## config.mk

```make
export PLATFORM = sky130hd
export DESIGN_NAME = sdram_lp_mgr
export DESIGN_NICKNAME = d
export VERILOG_FILES = /design/src/rtl/sdram_lp_pkg.sv /design/src/rtl/lp_idle_timer.sv /design/src/rtl/lp_exit_timer.sv /design/src/rtl/lp_state_ctrl.sv /design/src/rtl/sdram_lp_mgr.sv
export SDC_FILE = /design/constraint.sdc
export NUM_CORES = 1
export LEC_CHECK = 0
export ABC_AREA = 1
export BUFFER_PORTS_ARGS = -buffer_cell sky130_fd_sc_hd__buf_4
export CAP_MARGIN = 10
export CORE_MARGIN = 1
export CORE_UTILIZATION = 45
export DETAILED_ROUTE_END_ITERATION = 10
export PLACE_DENSITY = 0.74
export SETUP_SLACK_MARGIN = 0.15
export SKIP_CTS_REPAIR_TIMING = 1
export SLEW_MARGIN = 30
export SYNTH_ARGS = -nofsm -noshare
export SYNTH_HDL_FRONTEND = slang
export SYNTH_SLANG_ARGS = --single-unit
```

## constraint.sdc

```tcl
create_clock -name clk_i -period 1.59 [get_ports clk_i]
set_input_delay 0.477 -clock clk_i [delete_from_list [all_inputs] [get_ports clk_i]]
set_output_delay 0.477 -clock clk_i [all_outputs]
set_load 0.05 [all_outputs]
```

## src/rtl/sdram_lp_pkg.sv

```systemverilog
package sdram_lp_pkg;

  typedef enum logic [1:0] {
    LP_OFF      = 2'd0,
    LP_SELF_REF = 2'd1,
    LP_PWR_DOWN = 2'd2,
    LP_DEEP_PD  = 2'd3
  } lp_mode_e;

  typedef enum logic [2:0] {
    ST_RUN,
    ST_SELF_REF,
    ST_PWR_DOWN,
    ST_DEEP_PD,
    ST_WAKE
  } lp_state_e;

  typedef struct packed {
    logic dpd;
    logic pd;
    logic sr;
  } lp_cmd_t;

endpackage

```

## src/rtl/lp_idle_timer.sv

```systemverilog
module lp_idle_timer #(
  parameter int unsigned SHORT_IDLE = 64,
  parameter int unsigned LONG_IDLE  = 128
) (
  input  logic       clk_i,
  input  logic       rst_ni,
  input  logic       clr_i,
  input  logic [1:0] sel_i,
  output logic       expired_o
);
  localparam int unsigned CW = $clog2(LONG_IDLE + 1);

  logic [CW-1:0] cnt_q;
  logic [CW-1:0] limit;

  always_comb begin
    case (sel_i)
      2'd1:    limit = CW'(SHORT_IDLE);
      2'd2:    limit = CW'(LONG_IDLE);
      default: limit = '0; // encoding 3 folds onto 0
    endcase
  end

  assign expired_o = (cnt_q >= limit);

  // saturating count of consecutive idle cycles
  always_ff @(posedge clk_i or negedge rst_ni) begin
    if (!rst_ni)                     cnt_q <= '0;
    else if (clr_i)                  cnt_q <= '0;
    else if (cnt_q != CW'(LONG_IDLE)) cnt_q <= cnt_q + CW'(1);
  end

  p_idle_clear_r5: assert property (@(posedge clk_i) disable iff (!rst_ni)
    clr_i |=> (cnt_q == '0));

  p_idle_sat_r3: assert property (@(posedge clk_i) disable iff (!rst_ni)
    cnt_q <= CW'(LONG_IDLE));

endmodule

```

## src/rtl/lp_exit_timer.sv

```systemverilog
module lp_exit_timer #(
  parameter int unsigned DW = 4
) (
  input  logic          clk_i,
  input  logic          rst_ni,
  input  logic          load_i,
  input  logic [DW-1:0] delay_i,
  output logic          done_o
);
  logic [DW-1:0] cnt_q;

  always_ff @(posedge clk_i or negedge rst_ni) begin
    if (!rst_ni)           cnt_q <= '0;
    else if (load_i)       cnt_q <= delay_i;
    else if (cnt_q != '0)  cnt_q <= cnt_q - DW'(1);
  end

  assign done_o = (cnt_q == '0);

  p_exit_load_r8: assert property (@(posedge clk_i) disable iff (!rst_ni)
    load_i |=> (cnt_q == $past(delay_i)));

  p_exit_step_r8: assert property (@(posedge clk_i) disable iff (!rst_ni)
    (!load_i && cnt_q != '0) |=> (cnt_q < $past(cnt_q)));

endmodule

```

## src/rtl/lp_state_ctrl.sv

```systemverilog
module lp_state_ctrl
  import sdram_lp_pkg::*;
(
  input  logic      clk_i,
  input  logic      rst_ni,
  input  logic [1:0] mode_i,
  input  logic      xfer_i,
  input  logic      idle_expired_i,
  input  logic      exit_done_i,
  output lp_state_e state_o,
  output lp_cmd_t   cmd_o,
  output logic      exit_load_o,
  output logic      idle_clr_o
);
  lp_state_e state_q, state_d;
  lp_cmd_t   cmd_q, cmd_d;
  lp_mode_e  mode;

  assign mode = lp_mode_e'(mode_i);

  always_comb begin
    state_d     = state_q;
    cmd_d       = '0;
    exit_load_o = 1'b0;
    unique case (state_q)
      ST_RUN: begin
        if (!xfer_i && idle_expired_i) begin
          case (mode)
            LP_SELF_REF: begin state_d = ST_SELF_REF; cmd_d.sr  = 1'b1; end
            LP_PWR_DOWN: begin state_d = ST_PWR_DOWN; cmd_d.pd  = 1'b1; end
            LP_DEEP_PD:  begin state_d = ST_DEEP_PD;  cmd_d.dpd = 1'b1; end
            default:     state_d = ST_RUN;
          endcase
        end
      end
      ST_SELF_REF: begin
        if (xfer_i) begin
          state_d     = ST_WAKE;
          exit_load_o = 1'b1;
        end
      end
      ST_PWR_DOWN: begin
        if (xfer_i) state_d = ST_RUN;
      end
      ST_DEEP_PD: begin
        // no wake on access; only a mode rewrite leaves
        if (mode != LP_DEEP_PD) begin
          state_d     = ST_WAKE;
          exit_load_o = 1'b1;
        end
      end
      ST_WAKE: begin
        if (exit_done_i) state_d = ST_RUN;
      end
      default: state_d = ST_RUN;
    endcase
  end

  always_ff @(posedge clk_i or negedge rst_ni) begin
    if (!rst_ni) begin
      state_q <= ST_RUN;
      cmd_q   <= '0;
    end else begin
      state_q <= state_d;
      cmd_q   <= cmd_d;
    end
  end

  assign idle_clr_o = xfer_i || (state_q != ST_RUN);
  assign state_o    = state_q;
  assign cmd_o      = cmd_q;

  p_no_cmd_off_r2: assert property (@(posedge clk_i) disable iff (!rst_ni)
    (state_q == ST_RUN && mode == LP_OFF) |=> (cmd_q == '0));

  p_sr_pulse_r6: assert property (@(posedge clk_i) disable iff (!rst_ni)
    cmd_q.sr |=> !cmd_q.sr);

  p_pd_pulse_r7: assert property (@(posedge clk_i) disable iff (!rst_ni)
    cmd_q.pd |=> !cmd_q.pd);

  p_dpd_hold_r10: assert property (@(posedge clk_i) disable iff (!rst_ni)
    (state_q == ST_DEEP_PD && mode == LP_DEEP_PD) |=> (state_q == ST_DEEP_PD));

endmodule

```

## src/rtl/sdram_lp_mgr.sv

```systemverilog
module sdram_lp_mgr
  import sdram_lp_pkg::*;
#(
  parameter int unsigned SHORT_IDLE = 64,
  parameter int unsigned LONG_IDLE  = 128,
  parameter int unsigned XSR_W      = 4
) (
  input  logic             clk_i,
  input  logic             rst_ni,
  input  logic [1:0]       lp_mode_i,
  input  logic [1:0]       idle_sel_i,
  input  logic [XSR_W-1:0] xsr_delay_i,
  input  logic             xfer_i,
  output logic             cke_o,
  output logic             clk_en_o,
  output logic             ready_o,
  output logic             sr_req_o,
  output logic             pd_req_o,
  output logic             dpd_req_o
);
  lp_state_e state;
  lp_cmd_t   cmd;
  logic      idle_clr, idle_expired;
  logic      exit_load, exit_done;

  lp_idle_timer #(
    .SHORT_IDLE (SHORT_IDLE),
    .LONG_IDLE  (LONG_IDLE)
  ) u_idle (
    .clk_i     (clk_i),
    .rst_ni    (rst_ni),
    .clr_i     (idle_clr),
    .sel_i     (idle_sel_i),
    .expired_o (idle_expired)
  );

  lp_exit_timer #(
    .DW (XSR_W)
  ) u_exit (
    .clk_i   (clk_i),
    .rst_ni  (rst_ni),
    .load_i  (exit_load),
    .delay_i (xsr_delay_i),
    .done_o  (exit_done)
  );

  lp_state_ctrl u_ctrl (
    .clk_i          (clk_i),
    .rst_ni         (rst_ni),
    .mode_i         (lp_mode_i),
    .xfer_i         (xfer_i),
    .idle_expired_i (idle_expired),
    .exit_done_i    (exit_done),
    .state_o        (state),
    .cmd_o          (cmd),
    .exit_load_o    (exit_load),
    .idle_clr_o     (idle_clr)
  );

  assign cke_o     = (state == ST_RUN) || (state == ST_WAKE);
  assign clk_en_o  = (state != ST_SELF_REF);
  assign ready_o   = (state == ST_RUN);
  assign sr_req_o  = cmd.sr;
  assign pd_req_o  = cmd.pd;
  assign dpd_req_o = cmd.dpd;

  p_ready_cke_r11: assert property (@(posedge clk_i) disable iff (!rst_ni)
    ready_o |-> cke_o);

  p_req_onehot_r11: assert property (@(posedge clk_i) disable iff (!rst_ni)
    $onehot0({sr_req_o, pd_req_o, dpd_req_o}));

  p_sr_gate_r6: assert property (@(posedge clk_i) disable iff (!rst_ni)
    sr_req_o |-> (!clk_en_o && !cke_o));

  p_pd_clk_r7: assert property (@(posedge clk_i) disable iff (!rst_ni)
    pd_req_o |-> (clk_en_o && !cke_o));

  p_pd_wake_r8: assert property (@(posedge clk_i) disable iff (!rst_ni)
    (!cke_o && clk_en_o && xfer_i && lp_mode_i != 2'd3 && !dpd_req_o && state == ST_PWR_DOWN)
      |=> (cke_o && ready_o));

endmodule

```

**Word level (Yosys, flattened, before mapping)**

Index checks and enable logic that the tools add are counted.

- Flip-flop bits (word level): 18
- Output and inout port bits: 6
- Logic and storage cells: 57
- Input port bits: 11

- Reduce and logical (&&, ||, !) cells: 11
- Equality and inequality tests: 17
- Add/subtract/negate cells: 2
- Order comparisons: 1
- Mux-type cells: 20

Operators by type and width:

| cell | count |
|---|---|
| 2-to-1 mux 3 bit | 7 |
| 2-to-1 mux 8 bit | 2 |
| case mux 8 bit (2 select lines) | 1 |
| case mux 3 bit (5 select lines) | 1 |
| adder 8 x 1 -> 8 bit, second input constant | 1 |
| >= comparator 8 bit | 1 |
| 2-to-1 mux 4 bit | 2 |
| inequality test 2 bit, second input constant | 4 |
| inequality test 8 bit, second input constant | 1 |
| == test 2 bit, second input constant | 3 |
| == test 3 x 2 -> 1 bit, second input constant | 2 |
| case mux 2 bit (3 select lines) | 1 |
| 2-to-1 mux 1 bit | 5 |
| AND reduction 5 bit | 1 |
| == test 2 x 1 -> 1 bit, second input constant | 2 |
| logical NOT 4 bit | 1 |
| inequality test 2 x 1 -> 1 bit, second input constant | 2 |
| nonzero test 2 bit | 2 |
| nonzero test 4 bit | 1 |
| subtractor 4 x 1 -> 4 bit, second input constant | 1 |
| == test 3 x 1 -> 1 bit, second input constant | 1 |
| == test 3 bit, second input constant | 1 |
| logical NOT 3 bit | 1 |
| inequality test 3 x 1 -> 1 bit, second input constant | 1 |
| other kinds (5) | 6 |

**Depth between registers and ports, before layout**

Gate-level depths: netlist of run 1.

- Depth in word-level cells: 6
- Gate-level depth with buffers: 12

**By module**

Synthesis of run 1 repeated with hierarchy kept, for this count alone.

- Cell total of the unflattened synthesis: 153
- Area total of the unflattened synthesis: 1127.3 um^2

Modules (own cells, without submodules):

| module | cells each | seq. area each (um^2) | times used | area an instance (um^2) |
|---|---|---|---|---|
| lp_idle_timer | 67 | 200.2 | 1 | 500.5 |
| lp_state_ctrl | 45 | 150.1 | 1 | 352.8 |
| lp_exit_timer | 34 | 100.1 | 1 | 242.7 |
| sdram_lp_mgr | 7 | 0.0 | 1 | 31.3 |

**Worst setup path before layout of run 1**

No wires, ideal clock.

- Kind: register to output
- Start: register u_ctrl.state_q[0] (netlist: u_ctrl.state_o[0])
- End: output ready_o
- Cell stages (with the launch flop): 4
- Setup slack: -0.341 ns
- Data required time: 1.113 ns
- Arrival time: 1.454 ns
- Cell sequence: dfrtp_1 -> nor2_2 -> nand2_2 -> inv_1

- Word-level cells in the longest chain between the ends: 1

Ends and longest elaborated chain:

| item | line | source |
|---|---|---|
| start, declared | lp_state_ctrl.sv:15 | `lp_state_e state_q, state_d;` |
| start signal, assigned | lp_state_ctrl.sv:64 | `state_q <= state_d;` |
| logical NOT 3 bit | sdram_lp_mgr.sv:62 | `assign ready_o = (state == ST_RUN);` |
| end, declared | sdram_lp_mgr.sv:16 | `output logic ready_o,` |

Every way passes these cells.

**Worst setup path in the final report of run 1**

Ends and elaborated chain as after synthesis.

==> run metrics, run 1 <==
result of the run finished, violations left; violated checks setup timing; buffers added on ports 16; Crit Path Category register to output port; number of global-route vias before repair 763; Worst Reg2Reg Path Length in Cells 9; proportion of synthesized area in mux cells 0%; I/O pin count 17; routed via count 922; post-detailed-routing wire length 2210 um; Clock Root Buffer clkbuf_4; portion of the post-synthesis area used by sequential elements 42.8%; number of filler instances in the final layout 192; wire per inst 11.7 um; portion of total power attributed to sequential cells 30.5%; R2R Setup Slk 0.20 ns; area growth from synthesis to layout 34.8%; placer's final routability congestion estimate 0.796; floorplan die height 50.4 um; adder and majority gate portion of the synthesized area 7.13%; worst setup path start u_ctrl.state_o[0]; average instance area after synthesis 8.09 sq um; post-route core utilization 64.1%; number of placed instances with taps included 175; setup violation total in the final timing report 3; count of yosys warnings during synthesis 0; VDD IR max 0.00114 V; min-delay worst type primary input to async pin; net count after synthesis 147; Max Root-Sink Buffers 2; worst path required time 1.11 ns; overall power consumption 2140 uW; static leakage power 0.000681 uW; placement row count 17; Power Internal 1210 uW; final worst-path setup slack -0.0957 ns; count of endpoints failing hold in the final timing report 0; maximum number of pins on one net before global-route repair 19; share of synthesized cell area in and, or, nand and nor gates 28.7%; Horiz. Die Dim 50.4 um; htree depth 1; final max-slew violation count 0; Switching Power 931 uW; share of the synthesized area in compound gates (AO/OA/AOI/OAI) 9.39%; Non-Filler Instances 189; Max-Slew Margin vs Limit 79.1%; Least-Margin Pin Slew 0.311 ns; clock tree sinks 18; remaining design rule violation count 0; worst clock skew on the final layout 0.00635 ns; switching share of power 43.6%; share of final-layout standard cells stronger than drive strength 1 40.4%; DP Worst Slack -0.0732 ns; Unique masters post-synth 21; fmax 0.593 GHz; kind of start point of the critical path register; number of antenna diodes 0; xor and xnor fraction of the mapped netlist area 4.16%; setup repair after global routing missed its margin yes; placeable core region 0.00221 sq mm; CP Max Fanout 4; crit end category output port; initial standard-cell utilization of the core 47.6%; clock network latency to the later pin of the worst-skew pair 0.30 ns; Post-DP HPWL 1560 um; Critical Path AT 1.21 ns; portion of total power attributed to combinational logic 56.1%; max-capacitance violation count 0; initial antenna violation count 0; power per unit of standard cell area 1510 mW/mm^2; total of flip-flops plus latches after synthesis 18; overflow left after global routing 0; gate count of the mapped netlist 130; crit share post-route 106%; startpoint of the lowest-slack register-to-register path u_exit.cnt_q[1]; global-route wire length before repair 3160 um; Clock Pin Slew Worst Setup and Hold Paths 0.11 ns; post-synthesis instance area 0.00105 sq mm; Final #Nets 179; Critical Path Sink ready_o; Clk pwr share 13.4%; minimum clock period 1.69 ns; Reg2Reg Capture Point u_ctrl.state_o[0]; Detailed Route Iter0 Violations 8; total CTS buffers 3; Antenna Nets Post-Route 0; routed vias/inst 4.88; combinational family with the most area after synthesis simple AND/OR/NAND/NOR gates; Total GRT Usage 16.4%; area enclosed by the die boundary 0.00254 sq mm; TritonCTS clock tree yes; Detailed Routing Iterations Pass 1 4
## routing by layer
layer	up-vias	wire length, um	share of wire [%]	global-route usage, %
li1	471	-	-	-
met1	429	1030	46	21.5
met2	18	1070	49	27.1
met3	4	74	3.3	2.42
met4	0	36	1.6	6.48
met5	-	0	0	0
## cell type report
class / instances / area (sq um) / area share (%)
Tap cell: 28 / 35.0 / 2.47
Timing Repair Buffer: 27 / 214 / 15.1
Inverter: 22 / 91.3 / 6.44
Sequential cell: 18 / 453 / 31.9
Multi-Input combinational cell: 90 / 589 / 41.5
Clock buffer: 4 / 36.3 / 2.56
## power groups by stage
stage / registers [uW] / clock network (uW) / logic, uW
floorplan: 666 / 0 / 731
global placement: 653 / 0 / 957
detailed placement: 657 / 0 / 972
CTS: 649 / 289 / 975
global route: 661 / 316 / 1320
finish: 652 / 286 / 1200
## layout by cell type (no fill, tap or decap), types with 2 or more instances in the layout
master and n:
inv_2 9, a21oi_1 8, o21ai_0 5, nand2_2 5, nor3b_2 2, xor2_1 5, nand3_1 9, nand2_1 22
nor2_4 3, dfrtp_2 2, dfrtp_1 16, nor2_1 14, ha_1 3, inv_1 11, clkbuf_4 3, nor2_2 3
buf_4 25, ha_4 3
## worst min path at each step
| stage | startpoint | to | slack [ns] | cells past startpoint |
|---|---|---|---|---|
| final | rst_ni | u_ctrl.state_o[2] | 0.03 | 1 |
| after global routing | rst_ni | u_idle.cnt_q[3] | 0.02 | 1 |
| after CTS | rst_ni | u_ctrl.state_o[1] | 0.04 | 1 |
| after detailed placement | rst_ni | u_idle.cnt_q[0] | 0.36 | 1 |
| after global placement | rst_ni | u_idle.cnt_q[0] | 0.36 | 1 |
| after floorplan | rst_ni | u_ctrl.cmd_o[0] | 0.18 | 0 |
## metrics by stage
| step | hold WS (ns) | instance area (sq um) | TNS, ns |
|---|---|---|---|
| final | 0.0277 | 1420 | -0.149 |
| after global routing | 0.0235 | 1420 | -0.289 |
| after CTS | 0.0395 | 1270 | -0.302 |
| after detailed placement | 0.364 | 1230 | -0.0844 |
| after global placement | 0.360 | 1230 | -0.0310 |
| after floorplan | 0.181 | 1070 | 0 |
## critical path, stage by stage, from the launching register on
cell	delay [ns]
dfrtp_2	0.47
nor2_4	0.16
nand2_4	0.07
clkinvlp_4	0.08
buf_8	0.14
## cell usage after synthesis
cell type  instances  share of area, %
a21oi_1            8               3.8
dfrtp_1           18                43
ha_1               6               7.1
inv_1             17               6.1
inv_2              5               1.8
nand2_1           27               9.6
nand2_2            1              0.59
nand3_1            9               4.3
nand3_2            1              0.95
nor2_1            16               5.7
nor2_2             3               1.8
nor2_4             1               1.1
nor3_2             1              0.95
nor3b_1            1              0.71
nor3b_2            2               2.4
nor4_1             1              0.59
o21ai_0            5               2.4
o21ai_1            1              0.48
o21ai_4            1               1.5
o31ai_2            1               1.2
xor2_1             5               4.2
## cells by family after synthesis
family	after synthesis
XOR/XNOR	5
AO/OA/AOI/OAI	16
buffers and inverters	22
flip-flops	18
adder cells (fa/ha/maj)	6
AND/OR/NAND/NOR	63
## registers in the layout, indices dropped and copies added (netlist names)
name and cells:
u_idle.cnt_q 8, u_exit.cnt_q 4, u_ctrl.state_o 3, u_ctrl.cmd_o 3
(Power assumes the default switching activity.)
==> run 2: changes to the inputs <==
ABC_AREA = not set   (was 1)
==> run 2 against run 1 <==
The run still ends with setup timing left. Wire length is 3.8% higher. Via count is 5.2% lower. Area after synthesis is 0.12% lower. Die area is 0.12% lower. Non-clock buffer count is 3 higher. Sequential share of layout area is 1.6 points lower. Critical endpoint unchanged.
==> run metrics, run 2 <==
Post-synth ARST share 100% (unchanged); net count after synthesis 118 (-20%); clock tree sinks 18 (unchanged); number of global-route vias before repair 824 (+8.0%); Detailed Routing Iterations Pass 1 4 (unchanged); setup violation total in the final timing report 4 (+1); average instance area after synthesis 10.4 sq um (+29%); crit share post-route 109% (+3.0 points); initial antenna violation count 0 (unchanged); count of endpoints failing hold in the final timing report 0 (unchanged); crit end category output port; portion of the post-synthesis area used by sequential elements 42.9% (+0.051 points); Total GRT Usage 18.5% (+2.1 points); maximum number of pins on one net before global-route repair 19 (unchanged); most common cell after layout, fill and taps aside buf_4; final worst-path setup slack -0.143 ns (-0.0475 ns); Crit Path Category register to output port; Antenna Nets Post-Route 0 (unchanged); min-delay worst type primary input to async pin; Critical Path AT 1.26 ns (+0.05 ns); routed vias/inst 5.43 (+11%); buffers added on ports 16 (unchanged); htree depth 1 (unchanged); fmax 0.577 GHz (-2.7%); Clock Pin Slew Worst Setup and Hold Paths 0.11 ns (about the same); share of final-layout standard cells stronger than drive strength 1 53.4% (+13 points); delay of the slowest cell on the worst path 0.45 ns (-0.02 ns); Post-DP HPWL 1500 um (-3.7%); post-synthesis instance area 0.00105 sq mm (-0.12%); most area-consuming cells after synthesis dfrtp_1 43%, ha_1 7.1%, mux2_2 5.4%; initial standard-cell utilization of the core 47.5% (-0.057 points); floorplan die height 50.3 um (about the same); count of yosys warnings during synthesis 0 (unchanged); post-detailed-routing wire length 2290 um (+3.8%); worst path required time 1.11 ns (about the same); worst clock skew on the final layout 0.0125 ns (+0.00617 ns); cell type with the largest total area after synthesis dfrtp_1; Max-Slew Margin vs Limit 62.2% (-17 points); Critical-path top delay cell dfrtp_2; TritonCTS clock tree yes; Detailed Route Iter0 Violations 5 (-3); max-capacitance violation count 0 (unchanged); cell chain of the critical path buf_6 > nor3_4 > buf_6; power per unit of standard cell area 1600 mW/mm^2 (+6.1%); placement row count 17 (unchanged); top flop regs u_idle.cnt_q (8), u_exit.cnt_q (4); area growth from synthesis to layout 43.8%; clock network latency to the later pin of the worst-skew pair 0.30 ns (about the same); static leakage power 0.000643 uW (-5.6%); area enclosed by the die boundary 0.00253 sq mm (-0.12%); final max-slew violation count 0 (unchanged); Unique masters post-synth 34 (+62%); Hold Worst Slack 0.0225 ns (-0.00519 ns); fraction of synthesized cell area taken by the top area cell type 42.9% (+0.051 points); Max Root-Sink Buffers 2 (unchanged); register with the most flip-flops u_idle.cnt_q; overflow left after global routing 0 (unchanged); max FFs per register 8 (unchanged); setup repair after global routing missed its margin yes; gate count of the mapped netlist 101 (-22%); global-route wire length before repair 3450 um (+9.2%); most numerous cell in the Yosys netlist dfrtp_1; Final #Nets 151 (-16%); Clock Root Buffer clkbuf_4; placeable core region 0.00221 sq mm (unchanged); most frequent cells in the layout 25 x buf_4, 12 x dfrtp_1, 7 x nor2_1; CP Max Fanout 4 (unchanged); overall power consumption 2410 uW (+13%); most numerous cell on the critical path buf_6; result of the run finished, violations left; R2R Setup Slk 0.01 ns (-0.19 ns); I/O pin count 17 (unchanged); total of flip-flops plus latches after synthesis 18 (unchanged); leading register cell type out of synthesis dfrtp_1; minimum clock period 1.73 ns (+0.0475 ns); total CTS buffers 3 (unchanged); violated checks setup timing; kind of start point of the critical path register; Horiz. Die Dim 50.3 um (about the same); post-route core utilization 68.3% (+4.2 points); most instantiated cells after synthesis 18 x dfrtp_1, 8 x nor2_1, 7 x inv_1; number of filler instances in the final layout 159 (-17%); Post-synth EDFFs 0 (unchanged); placer's final routability congestion estimate 0.769 (-3.4%); Least-Margin Pin Slew 0.561 ns (+0.250 ns); VDD IR max 0.00101 V (-12%); number of antenna diodes 0 (unchanged); remaining design rule violation count 0 (unchanged); wire per inst 14.2 um (+22%); routed via count 874 (-5.2%); DP Worst Slack -0.224 ns (-0.151 ns)
[run 2: cell types whose count changed after synthesis, moves of 4 or more]
cell / change
mux2_2: +5
inv_1: -10
inv_2: -5
nor2_1: -8
nand2_1: -22
nand3_1: -4
[run 2: worst max-delay path: cells and delay by family (launching register included)]
kind | cells | cell delay [ns]
buffers and inverters | 2 | 0.31
and+or+nand+nor | 1 | 0.19
DFF | 1 | 0.45
[run 2: layout make-up]
| class | count | area, sq um | share of cell area, % |
|---|---|---|---|
| Timing Repair Buffer | 30 | 248 | 16.4 |
| Inverter | 7 | 26.3 | 1.74 |
| Tap cell | 28 | 35.0 | 2.32 |
| Multi-Input combinational cell | 74 | 718 | 47.5 |
| Clock buffer | 4 | 26.3 | 1.74 |
| Sequential cell | 18 | 458 | 30.3 |
[run 2: cell families (layout without fill, tap and decap cells)]
logic type               after synthesis  count (layout)  share of synthesized area, %
XOR/XNOR                               5               5                          4.17
AND/OR/NAND/NOR                       40              40                          23.9
AO/OA/AOI/OAI                         17              17                          12.3
adder cells (fa/ha/maj)                6               6                          7.14
buffers and inverters                  9              41                          3.33
multiplexers                           6               6                          6.31
flip-flops                            18              18                          42.9
[run 2: path summary, 6_finish.rpt]
check,cells past startpoint,end,from
hold reg to reg,2,u_idle.cnt_q[1],u_idle.cnt_q[1]
hold / removal,1,u_ctrl.state_o[1],rst_ni
setup / recovery,3,ready_o,u_ctrl.state_o[1]
min in group clk_i,2,u_ctrl.cmd_o[1],lp_mode_i[0]
setup reg to reg,4,u_exit.cnt_q[1],u_ctrl.state_o[1]
max in group asynchronous,1,u_idle.cnt_q[6],rst_ni
[run 2: metal layers]
| metal | up-vias | GRT usage [%] | share of wire [%] | wire [um] |
|---|---|---|---|---|
| li1 | 431 | - | - | - |
| met5 | - | 0 | 0 | 0 |
| met4 | 0 | 5.56 | 0.57 | 13 |
| met2 | 19 | 32.7 | 53 | 1210 |
| met1 | 422 | 20.8 | 43 | 981 |
| met3 | 2 | 6.36 | 3.9 | 90 |
[run 2: power by group]
part / leakage, uW / internal [uW] / switching [uW]
clock network: 0.0000150 / 97.7 / 142
registers: 0.000229 / 575 / 133
logic: 0.000398 / 765 / 702
[run 2: through the flow]
| stage | std cells | TNS, ns | cell area (sq um) |
|---|---|---|---|
| after CTS | 153 | -0.513 | 1320 |
| after global placement | 149 | -0.809 | 1300 |
| after floorplan | 101 | -0.00655 | 1110 |
| after global routing | 161 | -0.487 | 1510 |
| final | 161 | -0.269 | 1510 |
| after detailed placement | 149 | -0.992 | 1300 |
